===== src/rtl/rsb_pkg.sv =====
package rsb_pkg;
  typedef enum logic [1:0] {
    K_STORE   = 2'd0,
    K_RELEASE = 2'd1,
    K_FENCE   = 2'd2
  } kind_e;
endpackage


===== src/rtl/rsb_ord_fifo.sv =====
// FIFO of pending ordering points; each holds the version it closed.
module rsb_ord_fifo #(
  parameter int VW     = 4,
  parameter int ODEPTH = 4
) (
  input  logic          clk,
  input  logic          rst,
  input  logic          push,
  input  logic [VW-1:0] push_ver,
  input  logic          pop,
  output logic          empty,
  output logic          full,
  output logic [VW-1:0] head_ver
);
  localparam int PW = (ODEPTH > 1) ? $clog2(ODEPTH) : 1;
  localparam int CW = $clog2(ODEPTH + 1);

  logic [VW-1:0] mem [ODEPTH];
  logic [PW-1:0] wp, rp;
  logic [CW-1:0] cnt;

  function automatic logic [PW-1:0] step(input logic [PW-1:0] p);
    return (p == PW'(ODEPTH - 1)) ? '0 : p + 1'b1;
  endfunction

  assign empty    = (cnt == '0);
  assign full     = (cnt == CW'(ODEPTH));
  assign head_ver = mem[rp];

  always_ff @(posedge clk) begin
    if (push) mem[wp] <= push_ver;
  end

  always_ff @(posedge clk) begin
    if (rst) begin
      wp  <= '0;
      rp  <= '0;
      cnt <= '0;
    end else begin
      if (push) wp <= step(wp);
      if (pop)  rp <= step(rp);
      cnt <= cnt + CW'(push) - CW'(pop);
    end
  end

  assert_push_not_full_R2: assert property (@(posedge clk) disable iff (rst)
    push |-> !full);
  assert_pop_not_empty_R7: assert property (@(posedge clk) disable iff (rst)
    pop |-> !empty);
endmodule


===== src/rtl/rsb_entries.sv =====
// Entry storage: lowest free slot is allocated, slots freed on drain.
module rsb_entries #(
  parameter int AW    = 32,
  parameter int DW    = 32,
  parameter int VW    = 4,
  parameter int DEPTH = 8,
  localparam int IW   = $clog2(DEPTH)
) (
  input  logic             clk,
  input  logic             rst,
  input  logic             wr_en,
  input  logic [AW-1:0]    wr_addr,
  input  logic [DW-1:0]    wr_data,
  input  logic [VW-1:0]    wr_ver,
  input  logic             wr_rel,
  input  logic             clr_en,
  input  logic [IW-1:0]    clr_idx,
  input  logic [IW-1:0]    rd_idx,
  output logic [AW-1:0]    rd_addr,
  output logic [DW-1:0]    rd_data,
  output logic [DEPTH-1:0] vld,
  output logic [DEPTH-1:0] rel,
  output logic [VW-1:0]    ver [DEPTH],
  output logic             full
);
  logic [AW-1:0] a_mem [DEPTH];
  logic [DW-1:0] d_mem [DEPTH];
  logic [IW-1:0] free_idx;

  always_comb begin
    free_idx = '0;
    for (int i = DEPTH - 1; i >= 0; i--)
      if (!vld[i]) free_idx = IW'(i);
  end

  assign full    = &vld;
  assign rd_addr = a_mem[rd_idx];
  assign rd_data = d_mem[rd_idx];

  always_ff @(posedge clk) begin
    if (wr_en) begin
      a_mem[free_idx] <= wr_addr;
      d_mem[free_idx] <= wr_data;
      ver[free_idx]   <= wr_ver;
      rel[free_idx]   <= wr_rel;
    end
  end

  always_ff @(posedge clk) begin
    if (rst) vld <= '0;
    else begin
      if (clr_en) vld[clr_idx]  <= 1'b0;
      if (wr_en)  vld[free_idx] <= 1'b1;
    end
  end

  assert_slot_free_R2: assert property (@(posedge clk) disable iff (rst)
    wr_en |-> !full);
  assert_clear_live_R6: assert property (@(posedge clk) disable iff (rst)
    clr_en |-> vld[clr_idx]);
endmodule


===== src/rtl/rsb_drain_sel.sv =====
// Picks a drainable entry of the oldest version and holds it until accepted.
module rsb_drain_sel #(
  parameter int VW    = 4,
  parameter int DEPTH = 8,
  localparam int IW   = $clog2(DEPTH),
  localparam int CW   = $clog2(DEPTH + 1)
) (
  input  logic             clk,
  input  logic             rst,
  input  logic [DEPTH-1:0] vld,
  input  logic [DEPTH-1:0] rel,
  input  logic [VW-1:0]    ver [DEPTH],
  input  logic [VW-1:0]    oldest,
  input  logic             dr_ready,
  output logic             dr_valid,
  output logic [IW-1:0]    sel_idx,
  output logic [CW-1:0]    n_oldest
);
  logic [DEPTH-1:0] elig;
  logic [IW-1:0]    pick, held_idx;
  logic             hold;

  always_comb begin
    n_oldest = '0;
    for (int i = 0; i < DEPTH; i++)
      if (vld[i] && ver[i] == oldest) n_oldest += CW'(1);
  end

  always_comb begin
    for (int i = 0; i < DEPTH; i++)
      elig[i] = vld[i] && (ver[i] == oldest) && (!rel[i] || n_oldest == CW'(1));
    pick = '0;
    for (int i = DEPTH - 1; i >= 0; i--)
      if (elig[i]) pick = IW'(i);
  end

  assign sel_idx  = hold ? held_idx : pick;
  assign dr_valid = hold | (|elig);

  always_ff @(posedge clk) begin
    if (rst) begin
      hold     <= 1'b0;
      held_idx <= '0;
    end else begin
      hold     <= dr_valid && !dr_ready;
      held_idx <= sel_idx;
    end
  end

  assert_offer_held_R6: assert property (@(posedge clk) disable iff (rst)
    (dr_valid && !dr_ready) |=> (dr_valid && sel_idx == $past(sel_idx)));
  assert_oldest_only_R3: assert property (@(posedge clk) disable iff (rst)
    dr_valid |-> (vld[sel_idx] && ver[sel_idx] == oldest));
  assert_release_last_R4: assert property (@(posedge clk) disable iff (rst)
    (dr_valid && rel[sel_idx]) |-> (n_oldest == CW'(1)));
endmodule


===== src/rtl/rel_store_buffer.sv =====
module rel_store_buffer
  import rsb_pkg::*;
#(
  parameter int AW     = 32,
  parameter int DW     = 32,
  parameter int VW     = 4,
  parameter int DEPTH  = 8,
  parameter int ODEPTH = 4
) (
  input  logic          clk,
  input  logic          rst,
  input  logic          iss_valid,
  input  logic [1:0]    iss_kind,
  input  logic [AW-1:0] iss_addr,
  input  logic [DW-1:0] iss_data,
  output logic          iss_ready,
  output logic          dr_valid,
  output logic [AW-1:0] dr_addr,
  output logic [DW-1:0] dr_data,
  output logic          dr_release,
  input  logic          dr_ready,
  output logic [VW-1:0] drained_version
);
  localparam int IW = $clog2(DEPTH);
  localparam int CW = $clog2(DEPTH + 1);

  logic [VW-1:0]    cur_ver, head_ver, oldest;
  logic             ord_empty, ord_full, ord_push, ord_pop;
  logic             buf_full, fire, is_fence, is_rel, wr_en, dr_fire;
  logic [DEPTH-1:0] e_vld, e_rel;
  logic [VW-1:0]    e_ver [DEPTH];
  logic [IW-1:0]    sel_idx;
  logic [CW-1:0]    n_oldest;

  assign is_fence  = (iss_kind == K_FENCE);
  assign is_rel    = (iss_kind == K_RELEASE);
  assign iss_ready = is_fence ? !ord_full : (!buf_full && (!is_rel || !ord_full));
  assign fire      = iss_valid && iss_ready;
  assign wr_en     = fire && !is_fence;
  assign ord_push  = fire && (is_fence || is_rel);
  assign oldest    = ord_empty ? cur_ver : head_ver;
  assign ord_pop   = !ord_empty && (n_oldest == '0);
  assign dr_fire   = dr_valid && dr_ready;
  assign drained_version = oldest - 1'b1;
  assign dr_release = e_rel[sel_idx];

  always_ff @(posedge clk) begin
    if (rst) cur_ver <= '0;
    else if (ord_push) cur_ver <= cur_ver + 1'b1;
  end

  rsb_ord_fifo #(.VW(VW), .ODEPTH(ODEPTH)) u_ord (
    .clk(clk), .rst(rst), .push(ord_push), .push_ver(cur_ver), .pop(ord_pop),
    .empty(ord_empty), .full(ord_full), .head_ver(head_ver)
  );

  rsb_entries #(.AW(AW), .DW(DW), .VW(VW), .DEPTH(DEPTH)) u_ent (
    .clk(clk), .rst(rst), .wr_en(wr_en), .wr_addr(iss_addr), .wr_data(iss_data),
    .wr_ver(cur_ver), .wr_rel(is_rel), .clr_en(dr_fire), .clr_idx(sel_idx),
    .rd_idx(sel_idx), .rd_addr(dr_addr), .rd_data(dr_data),
    .vld(e_vld), .rel(e_rel), .ver(e_ver), .full(buf_full)
  );

  rsb_drain_sel #(.VW(VW), .DEPTH(DEPTH)) u_sel (
    .clk(clk), .rst(rst), .vld(e_vld), .rel(e_rel), .ver(e_ver), .oldest(oldest),
    .dr_ready(dr_ready), .dr_valid(dr_valid), .sel_idx(sel_idx), .n_oldest(n_oldest)
  );

  // drained_version moves only when an ordering point retires or is created
  assert_drained_steady_R7: assert property (@(posedge clk) disable iff (rst)
    (!ord_pop && !ord_push) |=> $stable(drained_version));
endmodule


===== config.mk =====
export PLATFORM = sky130hd
export DESIGN_NAME = rel_store_buffer
export DESIGN_NICKNAME = d
export VERILOG_FILES = /design/src/rtl/rsb_pkg.sv /design/src/rtl/rsb_ord_fifo.sv /design/src/rtl/rsb_entries.sv /design/src/rtl/rsb_drain_sel.sv /design/src/rtl/rel_store_buffer.sv
export SDC_FILE = /design/constraint.sdc
export NUM_CORES = 1
export LEC_CHECK = 0
export ABC_CLOCK_PERIOD_IN_PS = 9340
export BUFFER_PORTS_ARGS = -buffer_cell sky130_fd_sc_hd__buf_2
export CAP_MARGIN = 0
export CORE_MARGIN = 2
export CORE_UTILIZATION = 30
export DETAILED_ROUTE_END_ITERATION = 8
export HOLD_SLACK_MARGIN = 0.03
export PLACE_DENSITY = 0.48
export SYNTH_ARGS = -nofsm -noshare
export SYNTH_HDL_FRONTEND = slang
export SYNTH_SLANG_ARGS = --single-unit

===== constraint.sdc =====
create_clock -name clk -period 9.34 [get_ports clk]
set_input_delay 1.401 -clock clk [delete_from_list [all_inputs] [get_ports clk]]
set_output_delay 1.401 -clock clk [all_outputs]
set_load 0.05 [all_outputs]

==> Word level (Yosys, flattened, before mapping) <==
Memory sizes are Yosys's and may differ from the RTL's. A register that Yosys moved wholly into a read port is not among the register bits.
Cells that the tools add are included.
W data, S select, Z words.
{ "totals": {"ramBits": 528, "ff_bits": 63, "latch_bits": 0, "word_cells": 159, "inputBits": 70, "mem_count": 3, "romBits": 0} }
{ "memory_table": {"columns": ["name", "depth", "word_bits", "rd", "rd_clocked_by_memory_dff", "write_ports", "line_no", "rtl"], "rows": [
  ["u_ent.a_mem", 8, 32, 1, 0, 1, "rsb_entries.sv:26", "logic [AW-1:0] a_mem [DEPTH];"],
  ["u_ent.d_mem", 8, 32, 1, 0, 1, "rsb_entries.sv:27", "logic [DW-1:0] d_mem [DEPTH];"],
  ["u_ord.mem", 4, 4, 1, 1, 1, "rsb_ord_fifo.sv:18", "logic [VW-1:0] mem [ODEPTH];"]
]} }
{ "classes": {"n_mul": 0, "n_div": 0, "mux": 48, "shift": 0, "addsub": 13, "eq_ne": 14, "bitwise": 5, "reduce_logical": 54, "magnitude_cmp": 6} }
{ "ops": {"columns": ["op", "n"], "rows": [
  ["$mux W3", 17],
  ["$mux W4", 9],
  ["$bwmux W32", 1],
  ["$eq A4 B4 Y1", 8],
  ["$add A4 B1 Y4 const B", 7],
  ["$logic_and A1 B1 Y1", 26],
  ["$mux W8", 3],
  ["$logic_not A1 Y1", 14],
  ["$demux W4 S3", 1],
  ["$logic_or A1 B1 Y1", 10],
  ["$mux W1", 9],
  ["$and A8 B8 Y8", 1],
  ["$bwmux W8", 1],
  ["$lt A3 B4 Y1 const B", 2],
  ["$mux W2", 4],
  ["$not A8 Y8", 1],
  ["$or A8 B8 Y8", 1],
  ["$reduce_and A8 Y1", 1],
  ["$reduce_or A8 Y1", 1],
  ["$demux W1 S3", 2],
  ["$eq A2 B2 Y1 const B", 3],
  ["$ge A3 B1 Y1 const B", 2],
  ["$add A2 B1 Y2 const B", 2],
  ["$eq A4 B1 Y1 const B", 1],
  ["other kinds (13)", 13]
]} }

==> Longest topological paths before layout <==
Gate-level depths: netlist of run 1.
{ "depth": {"word_depth": 41, "depth_mapped": 38} }

==> Hierarchy <==
Synthesis of run 1 repeated with hierarchy kept, for this count alone.
{ "hier_totals": {"cells_unflattened": 1161, "hier_area_um2": 23959.2} }
{ "modules_own_cells": {"columns": ["mod", "instances", "area_per_inst_um2", "cells_per_inst"], "rows": [
  ["rsb_entries", 1, 20871.3, 844],
  ["rsb_drain_sel", 1, 1599.0, 204],
  ["rsb_ord_fifo", 1, 1039.7, 63],
  ["rel_store_buffer", 1, 449.2, 50]
]} }

==> Least setup slack after synthesis of run 1 <==
OpenSTA, ideal clock, no wires.
{ "synth_path": {"path_kind": "reg2out", "startpoint": "register with a tool-made name", "endpoint": "output dr_release", "t_arrival_ns": 9.658, "path_stages_with_launch": 37, "path_slack_ns": -1.719, "cell_sequence": "dfxtp_1 buf_2 mux4_2 mux2i_2 xor2_1 nand2_1 nor4_1 inv_1 ha_1 xnor2_2 inv_1 ha_1 nor4bb_1 a21o_1 ha_1 inv_1 a21oi_1 ha_1 nor2_1 a211oi_2 ha_1 mux2_2 ha_1 nand2_1 xnor2_1 xnor2_1 or4_1 buf_2 o221a_2 a21boi_0 a221oi_2 or2_1 buf_2 buf_6 buf_6 a211oi_1 nor4_1"} }
{ "synth_rtl": {"columns": ["item", "line_no", "rtl"], "rows": [
  ["end: declaration", "rel_store_buffer.sv:20", "output logic dr_release,"]
]} }

==> results of run 1 <==
layout make-up:
cell class / instances / area, µm²
Antenna cell: 5 / 12.5
Clock buffer: 89 / 1890
Clock inverter: 36 / 309
Fill cell: 9229 / 59600
Inverter: 25 / 129
Multi-Input combinational cell: 1580 / 14400
Sequential cell: 593 / 17600
Tap cell: 1368 / 1710
Timing Repair Buffer: 497 / 6140
sequential cells by signal (all words and copies together), names as in the netlist, named ones only:
signal / flops
u_sel.hold: 1
u_ord.rp: 2
u_ent.ver: 32
u_ord.mem: 16
u_ord.cnt: 3
u_ent.vld: 8
u_sel.held_idx: 3
u_ent.a_mem: 256
u_ent.d_mem: 256
cur_ver: 4
u_ord.wp: 2
u_ent.rel: 8
logic make-up after synthesis:
logic type      after synthesis
flops                       593
xor+xnor                     69
buf+inv                     257
mux                         268
compound gates              840
simple gates                384
fa+ha+maj                    19
worst max path at each step:
stage               startpoint     endpoint  cells after the start
floorplan                 flop  dr_addr[11]                     36
global placement          flop  dr_addr[15]                     39
finish                    flop   dr_data[9]                     40
global route              flop  dr_addr[29]                     40
CTS                       flop  dr_addr[15]                     39
detailed placement        flop  dr_addr[15]                     38
where the power goes:
group / switching [mW] / internal, mW
Sequential: 0.0515 / 2.99
Clock: 1.11 / 1.57
Combinational: 0.833 / 0.607
Total: 2.00 / 5.17
placed cells by master, fill, tap and decap left out, drive strengths merged, types with 8 or more instances in the layout:
cell,instances
a211oi,73
a21oi,276
a221oi,258
a22o,192
and2,8
buf,475
clkbuf,106
clkinv,24
dfxtp,25
edfxtp,568
ha,18
inv,30
mux2i,262
nand2,30
nand3,8
nor2,23
nor3,209
nor4,72
o21ai,11
xnor2,44
xor2,22
worst max-delay path, delay by kind of cell, from the launching register on:
kind	cells	cell delay [ns]
adder cells (fa/ha/maj)	6	1.39
AO/OA/AOI/OAI	8	1.44
XOR/XNOR	1	0.15
flip-flops	1	0.36
multiplexers	3	1.05
AND/OR/NAND/NOR	11	1.82
buffers and inverters	11	1.39
metal layers:
layer / wire length (µm) / GRT usage [%] / vias up / part of all wire (%)
met1: 44800 / 24.7 / 12400 / 43
met5: 108 / 0 / - / 0.10
met3: 5580 / 3.23 / 154 / 5.4
met4: 2050 / 4.98 / 16 / 2.0
li1: - / - / 10800 / -
met2: 51600 / 32.1 / 733 / 50
per-stage QoR:
step / setup slack [ns] / util, %
after floorplan: 0.00768 / -
after global placement: -0.201 / 35.6
after detailed placement: -0.181 / 35.6
after CTS: -0.351 / 40.0
after global routing: -0.669 / 41.4
final: -0.334 / 41.4
what timing repair did:
item	4_1_cts	5_1_grt
endpoints found under the setup margin	65	65
resized for setup	290	126
pin swaps	60	80
buffers inserted	42	42
gates cloned	19	18
==> results by group, run 1 <==
Routing
  • Drt first pass iters: 5
  • Post-DRT Antenna Nets: 0
  • Vias per cell: around 5.8
  • DR iter-0 viols: about 1,800
  • Vias: 24,100
  • Drt wl/cell: 24.8 µm
  • Drc violations: 0
  • WL final: around 100 mm

Timing
  • Max-slew violation count: 0
  • Fmax: 0.103 GHz
  • Setup violators final: 65
  • RSZ-0062 raised after global routing: true
  • Slew @ Worst Pin: 1.19 ns
  • Final hold viol count: 0
  • Max-slew headroom: 20.8%
  • Worst hold slack: 0.498 ns
  • Min Tclk post-route: about 9.7 ns
  • Clock Skew: ~0.018 ns
  • Final worst slack: -0.334 ns
  • Final worst path period share: 104%
  • Setup TNS Final: -17.40 ns

Floorplanning
  • IO Count: 141
  • Die W: ~320 µm
  • DIE AREA: 105,000 µm²
  • Die Y: 324 µm
  • Core ar.: about 100,000 µm²
  • Std-Cell Rows: 117
  • Starting density of the core: between 30% and 40%

Status
  • Status: finished with violations
  • Failing checks: negative setup slack

Synth
  • Largest family of logic cells by synthesized area: compound AO/OA/AOI/OAI gates
  • Asr flop ratio synth: 0%
  • Post-Synthesis Cells: about 2,400
  • Yosys cell types: 72
  • Area leader, netlist: edfxtp_1
  • Synth Cell Area: 30,700 µm²
  • Largest cells by area after synthesis: edfxtp_1 (56%), mux2i_1 (8.5%), a221oi_1 (7.3%)
  • Post-Synth Simple-Gate Area: roughly 7.2%
  • Synth warn: 0
  • Flops & latches, synth: 593
  • Sequential area share after synthesis: between 50% and 60%
  • Post-Syn Nets: 2,519
  • Most frequent cell after synthesis: edfxtp_1
  • Mux contribution to synthesized area: 8.96%
  • Commonest cells in the netlist: edfxtp_1 (568), a21oi_1 (275), mux2i_1 (260), a221oi_1 (256), nor3_1 (207)
  • Xor and xnor area share after synthesis: 2.13%
  • Synth Area in Compound Gates: 20.2%
  • Ys flop type: edfxtp_1
  • Post-synth EDFFs: 568
  • Syn avg cell area: 12.6 µm²
  • Synth Area in Adders: 0.798%
  • Synth top area share: 55.5%

Critical path
  • Crit end category: primary output
  • Critical path arrival: 8.27 ns
  • Startpoint types: flop
  • Most frequent CP cell: ha_4
  • Critical path's slowest cell: mux4_2
  • Worst EP required: 7.94 ns
  • Reg-to-reg endpoint: u_ent.vld[1]
  • Highest net fanout along the worst path: 6
  • R2R Setup Slk: roughly 2.0 ns
  • Crit Path Class: reg -> out
  • Worst Reg-to-Reg Cells: 38
  • Critical Path Max Stage Delay: 0.53 ns

Global routing
  • GRT Util Overall: 18.8%
  • Vias in the first global route: approximately 24,000
  • Initial antenna violation count: 12
  • Largest net degree at the start of global routing: 237
  • First-pass GRT wire length: between 150 and 200 mm
  • Grt ovf: 0

Placed design
  • GPL Wtd Cong: 0.804
  • Cells after DPL: 3,952
  • Dpl cell area: about 36,000 µm²
  • HPWL after DPL: approximately 54 mm
  • Port bufs: 140

Clocking
  • TritonCTS clock tree: yes
  • Hold_buf cts: 0
  • Clock-pin slew on the worst setup and hold paths: around 0.060 ns
  • CTS H-tree depth: 3
  • Clock root buffer master: clkbuf_16
  • Clock Latency Late Sink: 0.63 ns
  • Num CTS Buffers: 70
  • Clk sinks: 593
  • Max Buffers Root-to-Sink: 3

Hold path
  • Hold-critical path depth: 2
  • Hold Startpoint: u_ord.rp[1]
  • Worst min-delay path class: reg -> reg

Final layout
  • P&R area growth vs syn: 37.2%
  • Final #Nets: 2,856
  • Final instance area: around 42,000 µm²
  • Layout cells sized above 1: 32.6%
  • Final Instance Count excl. Fillers: 4,193

Pwr
  • Total power: 7.17 mW
  • P per Cell Area: 170 nW/µm²
  • Peak VDD IR: 164 µV
  • Leakage: 13.6 nW

Run
  • Maxcap violations: 0
Note: power is estimated with default switching activity, not from simulation.
==> run 2: changes to the inputs <==
--- a/config.mk
+++ b/config.mk
@@ -13,6 +13,7 @@
 export DETAILED_ROUTE_END_ITERATION = 8
 export HOLD_SLACK_MARGIN = 0.03
 export PLACE_DENSITY = 0.48
+export SKIP_CTS_REPAIR_TIMING = 1
 export SYNTH_ARGS = -nofsm -noshare
 export SYNTH_HDL_FRONTEND = slang
 export SYNTH_SLANG_ARGS = --single-unit
==> results by group, run 2 (synthesized netlist as in run 1, its figures left out) <==
Timing
  • Slew @ Worst Pin: 1.18 ns (-0.00850 ns)
  • Fmax: 0.103 GHz (-0.52%)
  • Setup TNS Final: -18.54 ns (-1.15 ns)
  • Worst hold slack: 0.500 ns (+0.00135 ns)
  • Final worst path period share: 104% (+0.54 points)
  • Min Tclk post-route: 9.72 ns (+0.0508 ns)
  • Final worst slack: -0.385 ns (-0.0508 ns)
  • Final hold viol count: 0 (unchanged)
  • Max-slew headroom: 21.3% (+0.57 points)
  • Max-slew violation count: 0 (unchanged)
  • Clock Skew: 0.0207 ns (+0.00277 ns)
  • Setup violators final: 65 (unchanged)
  • RSZ-0062 raised after global routing: true

Floorplanning
  • DIE AREA: 105,000 µm² (unchanged)
  • Core ar.: 102,000 µm² (unchanged)
  • Die Y: 324 µm (unchanged)
  • Std-Cell Rows: 117 (unchanged)
  • Die W: 324 µm (unchanged)
  • Starting density of the core: 30.2% (unchanged)
  • IO Count: 141 (unchanged)

Final layout
  • Final Instance Count excl. Fillers: 4,195 (+0.048%)
  • Most frequent cells in the layout: edfxtp_1 (568), a21oi_1 (265), mux2i_1 (259)
  • FF/Latch Area: 17,600 µm² (unchanged)
  • Final #Nets: 2,857 (+0.035%)
  • Final instance area: 42,000 µm² (-0.34%)
  • Final Core Density: 41.3% (-0.14 points)
  • Most common library cell in the layout ignoring fill and taps: edfxtp_1
  • Fillers: 9,231 (+0.022%)
  • P&R area growth vs syn: 36.7%
  • Biggest regs: u_ent.a_mem (256), u_ent.d_mem (256), u_ent.ver (32)
  • Area occupied by multi-input gates: 14,400 µm² (+0.10%)
  • Layout cells sized above 1: 32.2% (-0.33 points)

Clocking
  • Max Buffers Root-to-Sink: 3 (unchanged)
  • Num CTS Buffers: 70 (unchanged)
  • Clock root buffer master: clkbuf_16
  • CTS H-tree depth: 3 (unchanged)
  • Clk sinks: 593 (unchanged)
  • Clock Latency Late Sink: 0.63 ns (about the same)
  • Clock-pin slew on the worst setup and hold paths: 0.06 ns (about the same)
  • TritonCTS clock tree: yes

Pwr
  • Peak VDD IR: 163 µV (-0.21%)
  • P per Cell Area: 171 nW/µm² (+0.29%)
  • Sw Share: 27.9% (+0.034 points)
  • Clk pwr share: 37.4% (about the same)
  • Total power: 7.16 mW (about the same)
  • Internal: 5.16 mW (-0.10%)
  • Sequential Power Share: 42.5% (about the same)
  • Logic pwr share: 20.1% (about the same)
  • NetSw: 2.00 mW (about the same)
  • Leakage: 13.5 nW (-0.82%)

Critical path
  • Most frequent CP cell: ha_4
  • Startpoint types: flop
  • Crit-path leading delay family: simple AND/OR/NAND/NOR gates
  • Worst EP required: 7.94 ns (about the same)
  • Critical Path Max Stage Delay: 0.59 ns (+0.06 ns)
  • Critical path's slowest cell: or4_4
  • Worst Path Buf+Inv: 11 (unchanged)
  • R2R Setup Slk: 1.71 ns (-0.30 ns)
  • Reg-to-reg endpoint: u_ent.vld[4]
  • Crit end category: primary output
  • Highest net fanout along the worst path: 10 (+4)
  • Crit Path Class: reg -> out
  • Worst Reg-to-Reg Cells: 41 (+7.9%)
  • Crit path depth: 40 (unchanged)
  • Critical path arrival: 8.32 ns (+0.05 ns)
  • Setup crit end: dr_addr[27]

Placed design
  • Port bufs: 140 (unchanged)
  • GPL Wtd Cong: 0.804 (unchanged)
  • Pre-CTS setup slack: -0.181 ns (unchanged)
  • Cells after DPL: 3,952 (unchanged)
  • Dpl cell area: 36,200 µm² (unchanged)
  • HPWL after DPL: 53.9 mm (unchanged)

Run
  • Maxcap violations: 0 (unchanged)

Routing
  • Post-DRT Antenna Nets: 0 (unchanged)
  • Drc violations: 0 (unchanged)
  • Vias: 24,100 (-0.26%)
  • Drt wl/cell: 25.2 µm (+1.4%)
  • WL final: 106 mm (+1.4%)
  • Drt first pass iters: 7 (+2)
  • DR iter-0 viols: 1,777 (-2.7%)
  • Vias per cell: 5.74 (-0.30%)

Status
  • Failing checks: negative setup slack
  • Status: finished with violations

Global routing
  • Initial antenna violation count: 12 (unchanged)
  • First-pass GRT wire length: 144 mm (-4.8%)
  • Grt ovf: 0 (unchanged)
  • Largest net degree at the start of global routing: 237 (unchanged)
  • GRT Util Overall: 17.8% (-1.0 points)
  • Vias in the first global route: 23,000 (-3.1%)

Hold path
  • Hold-critical path depth: 2 (unchanged)
  • Worst min-delay path class: reg -> reg
==> run 2: tightest hold or removal path, stage by stage, from the launching register on <==
cell and delay (ns):
dfxtp_1 0.32, nand2_1 0.05, a21oi_1 0.07
==> run 2: how the worst min path moves through the flow <==
stage                 from  slack (ns)          end
3_3_place_gp   u_ord.rp[1]        0.47  u_ord.rp[1]
5_1_grt        u_ord.rp[1]        0.54         flop
3_5_place_dp   u_ord.rp[1]        0.49         flop
6_report       u_ord.rp[1]        0.50         flop
2_1_floorplan  u_ord.rp[1]        0.45         flop
4_1_cts        u_ord.rp[1]        0.50         flop
==> run 2: power by group through the flow <==
stage	Combinational [mW]	Sequential (mW)	Clock, mW
final	1.44	3.04	2.68
after global placement	1.30	3.09	0
after CTS	1.32	3.04	2.75
after detailed placement	1.32	3.10	0
after global routing	1.54	3.05	2.85
after floorplan	0.836	3.09	0
==> run 2: area by class of cell <==
class	count	area share (%)
inverter	25	0.301
timing repair buffer	498	14.3
sequential	593	41.8
multi-input combinational	1580	34.3
tap	1368	4.08
clock buffer	89	4.49
antenna	6	0.0358
clock inverter	36	0.736
==> run 2: routing by layer <==
metal | part of all wire, % | vias to the layer above | routed length, µm | GRT usage (%)
met5 | 0.093 | - | 98 | 0
met2 | 49 | 712 | 52100 | 30.3
met3 | 5.4 | 146 | 5660 | 3.17
met1 | 43 | 12400 | 45300 | 23.5
met4 | 2.2 | 14 | 2300 | 4.28
li1 | - | 10800 | - | -
